==> config.mk <==
export PLATFORM = sky130hd
export DESIGN_NAME = pq_dual_parity
export DESIGN_NICKNAME = d
export VERILOG_FILES = /design/src/rtl/pq_pkg.sv /design/src/rtl/pq_lane_fold.sv /design/src/rtl/pq_acc.sv /design/src/rtl/pq_ctrl.sv /design/src/rtl/pq_dual_parity.sv
export SDC_FILE = /design/constraint.sdc
export NUM_CORES = 1
export LEC_CHECK = 0
export ABC_AREA = 1
export BUFFER_PORTS_ARGS = -buffer_cell sky130_fd_sc_hd__buf_2
export CAP_MARGIN = 10
export CORE_MARGIN = 5
export CORE_UTILIZATION = 50
export DETAILED_ROUTE_END_ITERATION = 16
export PLACE_DENSITY = 0.78
export SLEW_MARGIN = 15
export SYNTH_ARGS = -nofsm -noshare
export SYNTH_HDL_FRONTEND = slang
export SYNTH_HIERARCHICAL = 1
export SYNTH_SLANG_ARGS = --single-unit
==> constraint.sdc <==
create_clock -name clk -period 1.8 [get_ports clk]
set_input_delay 0.36 -clock clk [delete_from_list [all_inputs] [get_ports clk]]
set_output_delay 0.36 -clock clk [all_outputs]
set_load 0.01 [all_outputs]
==> src/rtl/pq_pkg.sv <==
package pq_pkg;

    localparam logic [7:0] GF_POLY_LOW = 8'h1D;

    // Accumulator command issued by the controller each cycle
    typedef struct packed {
        logic load;   // replace accumulators with the word
        logic fold;   // accumulate the word
        logic clear;  // return accumulators to zero
    } acc_cmd_t;

    // Multiply one byte by the generator 2 in GF(2^8)
    function automatic logic [7:0] gf_dbl(input logic [7:0] b);
        return {b[6:0], 1'b0} ^ (b[7] ? GF_POLY_LOW : 8'h00);
    endfunction

endpackage

==> src/rtl/pq_lane_fold.sv <==
module pq_lane_fold
    import pq_pkg::*;
(
    input  logic [7:0] q_cur,
    input  logic [7:0] d_byte,
    output logic [7:0] q_fold
);
    always_comb q_fold = gf_dbl(q_cur) ^ d_byte;
endmodule

==> src/rtl/pq_acc.sv <==
module pq_acc
    import pq_pkg::*;
#(
    parameter int LANES = 16,
    localparam int DW = LANES * 8
) (
    input  logic          clk,
    input  logic          rst,
    input  acc_cmd_t      cmd,
    input  logic [DW-1:0] din,
    output logic [DW-1:0] p_acc,
    output logic [DW-1:0] q_acc
);
    logic [DW-1:0] q_next;

    for (genvar k = 0; k < LANES; k++) begin : g_lane
        pq_lane_fold u_fold (
            .q_cur (q_acc[8*k +: 8]),
            .d_byte(din[8*k +: 8]),
            .q_fold(q_next[8*k +: 8])
        );
    end

    always_ff @(posedge clk) begin
        if (rst) begin
            p_acc <= '0;
            q_acc <= '0;
        end else if (cmd.load) begin
            p_acc <= din;
            q_acc <= din;
        end else if (cmd.fold) begin
            p_acc <= p_acc ^ din;
            q_acc <= q_next;
        end else if (cmd.clear) begin
            p_acc <= '0;
            q_acc <= '0;
        end
    end
endmodule

==> src/rtl/pq_ctrl.sv <==
module pq_ctrl
    import pq_pkg::*;
#(
    parameter int WORDS = 4,
    localparam int CW = $clog2(WORDS + 1)
) (
    input  logic     clk,
    input  logic     rst,
    input  logic     in_valid,
    input  logic     in_first,
    input  logic     out_ready,
    output logic     in_ready,
    output logic     out_valid,
    output acc_cmd_t cmd
);
    localparam logic [CW-1:0] LAST = CW'(WORDS);

    logic [CW-1:0] cnt, cnt_nxt;
    logic accept, drain, start, done;

    always_comb begin
        in_ready = !out_valid || out_ready;
        accept   = in_valid && in_ready;
        drain    = out_valid && out_ready;
        start    = in_first || (cnt == '0);
        cnt_nxt  = start ? CW'(1) : cnt + CW'(1);
        done     = accept && (cnt_nxt == LAST);
        cmd.load  = accept && start;
        cmd.fold  = accept && !start;
        cmd.clear = drain && !accept;
    end

    always_ff @(posedge clk) begin
        if (rst) begin
            cnt       <= '0;
            out_valid <= 1'b0;
        end else begin
            if (accept) cnt <= done ? '0 : cnt_nxt;
            if (done) out_valid <= 1'b1;
            else if (drain) out_valid <= 1'b0;
        end
    end
endmodule

==> src/rtl/pq_dual_parity.sv <==
module pq_dual_parity
    import pq_pkg::*;
#(
    parameter int LANES = 16,
    parameter int NDISK = 6,
    localparam int DW = LANES * 8,
    localparam int WORDS = NDISK - 2
) (
    input  logic          clk,
    input  logic          rst,
    input  logic          in_valid,
    output logic          in_ready,
    input  logic          in_first,
    input  logic [DW-1:0] in_data,
    output logic          out_valid,
    input  logic          out_ready,
    output logic [DW-1:0] out_p,
    output logic [DW-1:0] out_q
);
    acc_cmd_t cmd;

    pq_ctrl #(.WORDS(WORDS)) u_ctrl (
        .clk(clk), .rst(rst), .in_valid(in_valid), .in_first(in_first),
        .out_ready(out_ready), .in_ready(in_ready), .out_valid(out_valid),
        .cmd(cmd)
    );

    pq_acc #(.LANES(LANES)) u_acc (
        .clk(clk), .rst(rst), .cmd(cmd), .din(in_data),
        .p_acc(out_p), .q_acc(out_q)
    );
endmodule

# --- Word-level counts from Yosys, hierarchy flattened ---
# Cells that the tools add are included.
word_totals:
  register_bits: 260
  out_inout_bits: 258
  input_bits: 133
op_classes:
  muxes: 25
  add_sub_neg: 1
  reduce_logical: 14
  bitwise: 33
  n_eq_ne: 1
ops:
  columns: ["operator", "count"]
  rows:
  - ["128-bit two-way mux", 5]
  - ["8-bit bitwise XOR", 32]
  - ["128-bit bitwise XOR", 1]
  - ["5-bit two-way mux", 16]
  - ["1-bit logical AND", 6]
  - ["3-bit two-way mux", 2]
  - ["3-bit by 1-bit adder with 3-bit output (second input constant)", 1]
  - ["3-bit equality test (second input constant)", 1]
  - ["1-bit zero test", 3]
  - ["3-bit zero test", 1]
  - ["3-bit nonzero test", 1]
  - ["1-bit logical OR", 2]
  - ["1-bit two-way mux", 2]
  - ["2-bit nonzero test", 1]

# --- Logic depth before layout (Yosys ltp) ---
depth:
  word_depth: 8
  ltp_mapped: 12
  depth_no_buf: 10

# --- By module ---
# The synthesis kept the hierarchy.
by_module_without_submodules:
  columns: ["mod", "instances", "cells_per_inst", "area_per_inst_um2", "seq_area_each_um2"]
  rows:
  - ["pq_acc", 1, 2601, 14911.8, 5124.9]
  - ["pq_lane_fold", 16, 30, 141.4, 0.0]
  - ["pq_ctrl", 1, 40, 290.3, 80.1]

# --- Least setup slack after synthesis ---
# No wires, ideal clock.
synth_path:
  path_type: "reg2reg"
  from: "register u_ctrl.cnt[0]"
  to: "register u_acc.q_acc[23]"
  arrival_time_ns: 1.643
  period_less_slack_ns: 1.759
  path_buffers: 2
  t_required_ns: 1.684
  stages_incl_launch_ff: 13
  setup_time_ns: 0.116
  path_slack_ns: 0.041
  cell_sequence: "dfxtp_1 -> inv_1 -> ha_1 -> nand2_4 -> nand2_4 -> nor2_4 -> nor2_4 -> nand2_2 -> buf_4 -> buf_2 -> nand2_1 -> nor2_1 -> nor2_1"
synth_rtl:
  columns: ["item", "line", "rtl"]
  rows:
  - ["start: declaration", "pq_ctrl.sv:18", "logic [CW-1:0] cnt, cnt_nxt;"]
  - ["start signal: assignment", "pq_ctrl.sv:38", "if (accept) cnt <= done ? '0 : cnt_nxt;"]
  - ["end signal: assignment", "pq_acc.sv:30", "q_acc <= din;"]
  - ["end signal: assignment", "pq_acc.sv:33", "q_acc <= q_next;"]
  - ["end: declaration", "pq_acc.sv:12", "output logic [DW-1:0] q_acc"]

==> impl_metrics.toml <==
[min_path]
min_path_cells = 2
hold_path.startpoint = "rst"
min_to = "u_ctrl/cnt[1]$_SDFFE_PP0P_"
hp-class = "primary input to flip-flop"

[cells_and_area]
drive_gt1_share_pct = 22.9
area_growth_syn_to_layout_pct = 34.8
fill_cells = 3039
postLayoutCoreUtil_pct = 68.1
final_nets = 3642

[clock_network]
path_clk_slew_ns = 0.07
cts_tree = "yes"
clockBufferDepth = 3
clkSinkCount = 260
htree_num_levels = 1
cts_buffers = 30
root_buffer = "clkbuf_16"
clkLatencyLatePin_ns = 0.56

[synthesis]
yosysWarningCount = 6
yosysMostFrequentCell = "nand2_1"
ys_seq_elements = 260
synthFlopType = "dfxtp_1"
syn_nets = 3256
syn_area_mm2 = 0.0175
ys_async_sr_fraction_pct = 0
ys_types = 22
synth_area_leaders = "dfxtp_1, nand2_1, inv_1"
yosys-top-cells-count = "nand2_1, inv_1, nor2_1"
synth_edf_count = 0
syn_area_per_cell_um2 = 5.60
synth_top_area_cell = "dfxtp_1"
syn-instance-count = 3121
seq_area_frac_synth_pct = 29.8
synth.top_cell.area_share_pct = 29.8

[timing]
worst_pin_slew_ns = 0.428
fin_crit_sh_pct = 101
slew_viol_final = 0
layout_min_cycle_time_ns = 1.82
finalClockSkew_ns = 0.0137
max_slew_margin_pct = 71.4
fin_setup_tns_ns = -0.143
hold_viol = 0
fmax_mhz = 550
final-setup-viol-count = 18
rsz0062_at_grt = "true"
fin_ws_ns = -0.0197

[placed_design]
port_buffers = 390
gp_congestion = 0.859
hpwlAfterDp_mm = 36.3

[global_routing]
grt_remaining_overflow = 0
grt_usage_pct = 25.7
grt_max_degree = 59
grt_pass1_wl_mm = 86.0
grt_pass1_vias = 17500
antenna_found_initial = 7

[floorplanning]
rows = 68
core_mm2 = 0.0345
start_util_pct = 50.6
die_w_um = 197
io_pins = 391
die_h_um = 197
dieArea_mm2 = 0.0388

[power]
max-vdd-ir-drop_v = 0.000697
p_leak_nw = 12.9
power_density_mw_per_mm2 = 786

[worst_setup_path]
arrival_ns = 2.27
r2r-start = "u_ctrl/cnt[0]$_SDFFE_PP0P_"
start_kind = "flip-flop"
r2r_cells = 11
crit_path_frequent_cell = "clkbuf_16"
end_kind = "flip-flop"
cp_max_fo = 6
cp.required_ns = 2.25
crit_path_top_delay_cell = "dfxtp_2"
slowest_delay_ns = 0.32
r2r_slack_ns = -0.02
path_cells = "inv_2 -> ha_4 -> nand2_4 -> a21oi_4 -> buf_8 -> nor2_4 -> buf_12 -> clkbuf_16 -> clkbuf_16 -> nand3_2 -> a21oi_2"
reg2reg_to = "u_acc/p_acc[7]$_SDFFE_PP0P_"
path_class = "flip-flop to flip-flop"

[routing]
vias = 20700
dr.pass1.iters = 7
drc = 0
drt-vias-per-instance = 5.19
drtIter0Drc = 1737
drtAntennaViolNets = 0
wl_per_cell_um = 15.4
wl_mm = 61.5

[status]
failed_checks = "setup timing"
status = "finished with violations"

[run]
drv_cap = 0
critical path: cells and delay by family (launching register included):
| kind | cells | cell delay [ns] |
|---|---|---|
| buf+inv | 5 | 0.73 |
| compound gates | 2 | 0.34 |
| flops | 1 | 0.32 |
| simple gates | 3 | 0.17 |
| fa+ha+maj | 1 | 0.13 |
cell families after synthesis:
family                   share of synthesized area [%]
flip-flops                                        29.8
adder cells (fa/ha/maj)                          0.143
buffers and inverters                             15.5
XOR/XNOR                                          4.01
AND/OR/NAND/NOR                                   39.3
AO/OA/AOI/OAI                                     11.2
report_power, final:
group | switching [mW] | internal (mW) | leakage, nW
Combinational | 3.05 | 1.99 | 10.3
Clock | 2.59 | 4.08 | 0.503
Sequential | 0.515 | 6.27 | 2.15
flip-flops by register name, indices dropped and copies added (netlist names):
register / cells
u_acc/p_acc: 128
u_acc/q_acc: 128
u_ctrl/cnt: 3
u_ctrl/out_valid: 1
per-layer routing:
layer	up-vias	track usage, %	part of all wire (%)
met1	9337	34.5	42
met4	4	7.81	3.0
met2	960	43.0	46
met5	-	0	0.036
li1	10300	-	-
met3	127	3.93	9.1
repair_timing:
action,CTS,global route
cloned,6,36
setup endpoints to repair,201,256
resized for setup,22,263
setup buffers,8,7
hold buffers,0,0
pin swaps,4,89
per-stage QoR:
step	power, mW	hold slack (ns)	instances	instance area [um^2]	setup WS, ns
CTS	18.0	0.0428	3946	21600	-0.0217
detailed placement	11.2	0.487	3878	20300	-0.140
global placement	11.1	0.486	3878	20300	-0.125
floorplan	9.55	0.422	3121	17500	0.0411
global route	19.4	0.0593	3989	23500	-0.0949
finish	18.5	0.0602	3990	23500	-0.0197
cell usage in the layout, fill, tap and decap left out, types with 9 or more instances in the layout:
cell and count:
inv_2 21, o21ai_1 32, buf_12 38, dfxtp_1 258, o21ai_0 96, nor2_1 378, nand3_4 12, a21oi_2 127
buf_2 390, nand3_2 56, clkbuf_16 58, inv_1 485, buf_4 29, a21oi_1 129, buf_16 9, buf_6 22
nand2_1 1008, nand3_1 245, xor2_1 80
cell type report:
cell class                      instances  area (um^2)  share of cell area, %
Antenna cell                            6         15.0                 0.0638
Clock buffer                           41          833                   3.54
Clock inverter                         13          225                  0.957
Inverter                              508         1920                   8.16
Multi-Input combinational cell       2188        10600                   45.1
Sequential cell                       260         5210                   22.1
Tap cell                              455          569                   2.42
Timing Repair Buffer                  519         4160                   17.7
worst max-delay path by stage:
stage	from	to	slack, ns	cells after the start
global route	u_ctrl/cnt[0]$_SDFFE_PP0P_	u_acc/p_acc[7]$_SDFFE_PP0P_	-0.09	12
finish	u_ctrl/cnt[0]$_SDFFE_PP0P_	u_acc/p_acc[7]$_SDFFE_PP0P_	-0.02	11
detailed placement	out_ready	u_acc/q_acc[127]$_SDFFE_PP0P_	-0.14	10
CTS	u_ctrl/cnt[0]$_SDFFE_PP0P_	u_acc/q_acc[75]$_SDFFE_PP0P_	-0.02	12
floorplan	u_ctrl/cnt[0]$_SDFFE_PP0P_	u_acc/q_acc[23]$_SDFFE_PP0P_	0.04	12
global placement	out_ready	u_acc/q_acc[127]$_SDFFE_PP0P_	-0.13	10
Note: power is estimated with default switching activity, not from simulation.
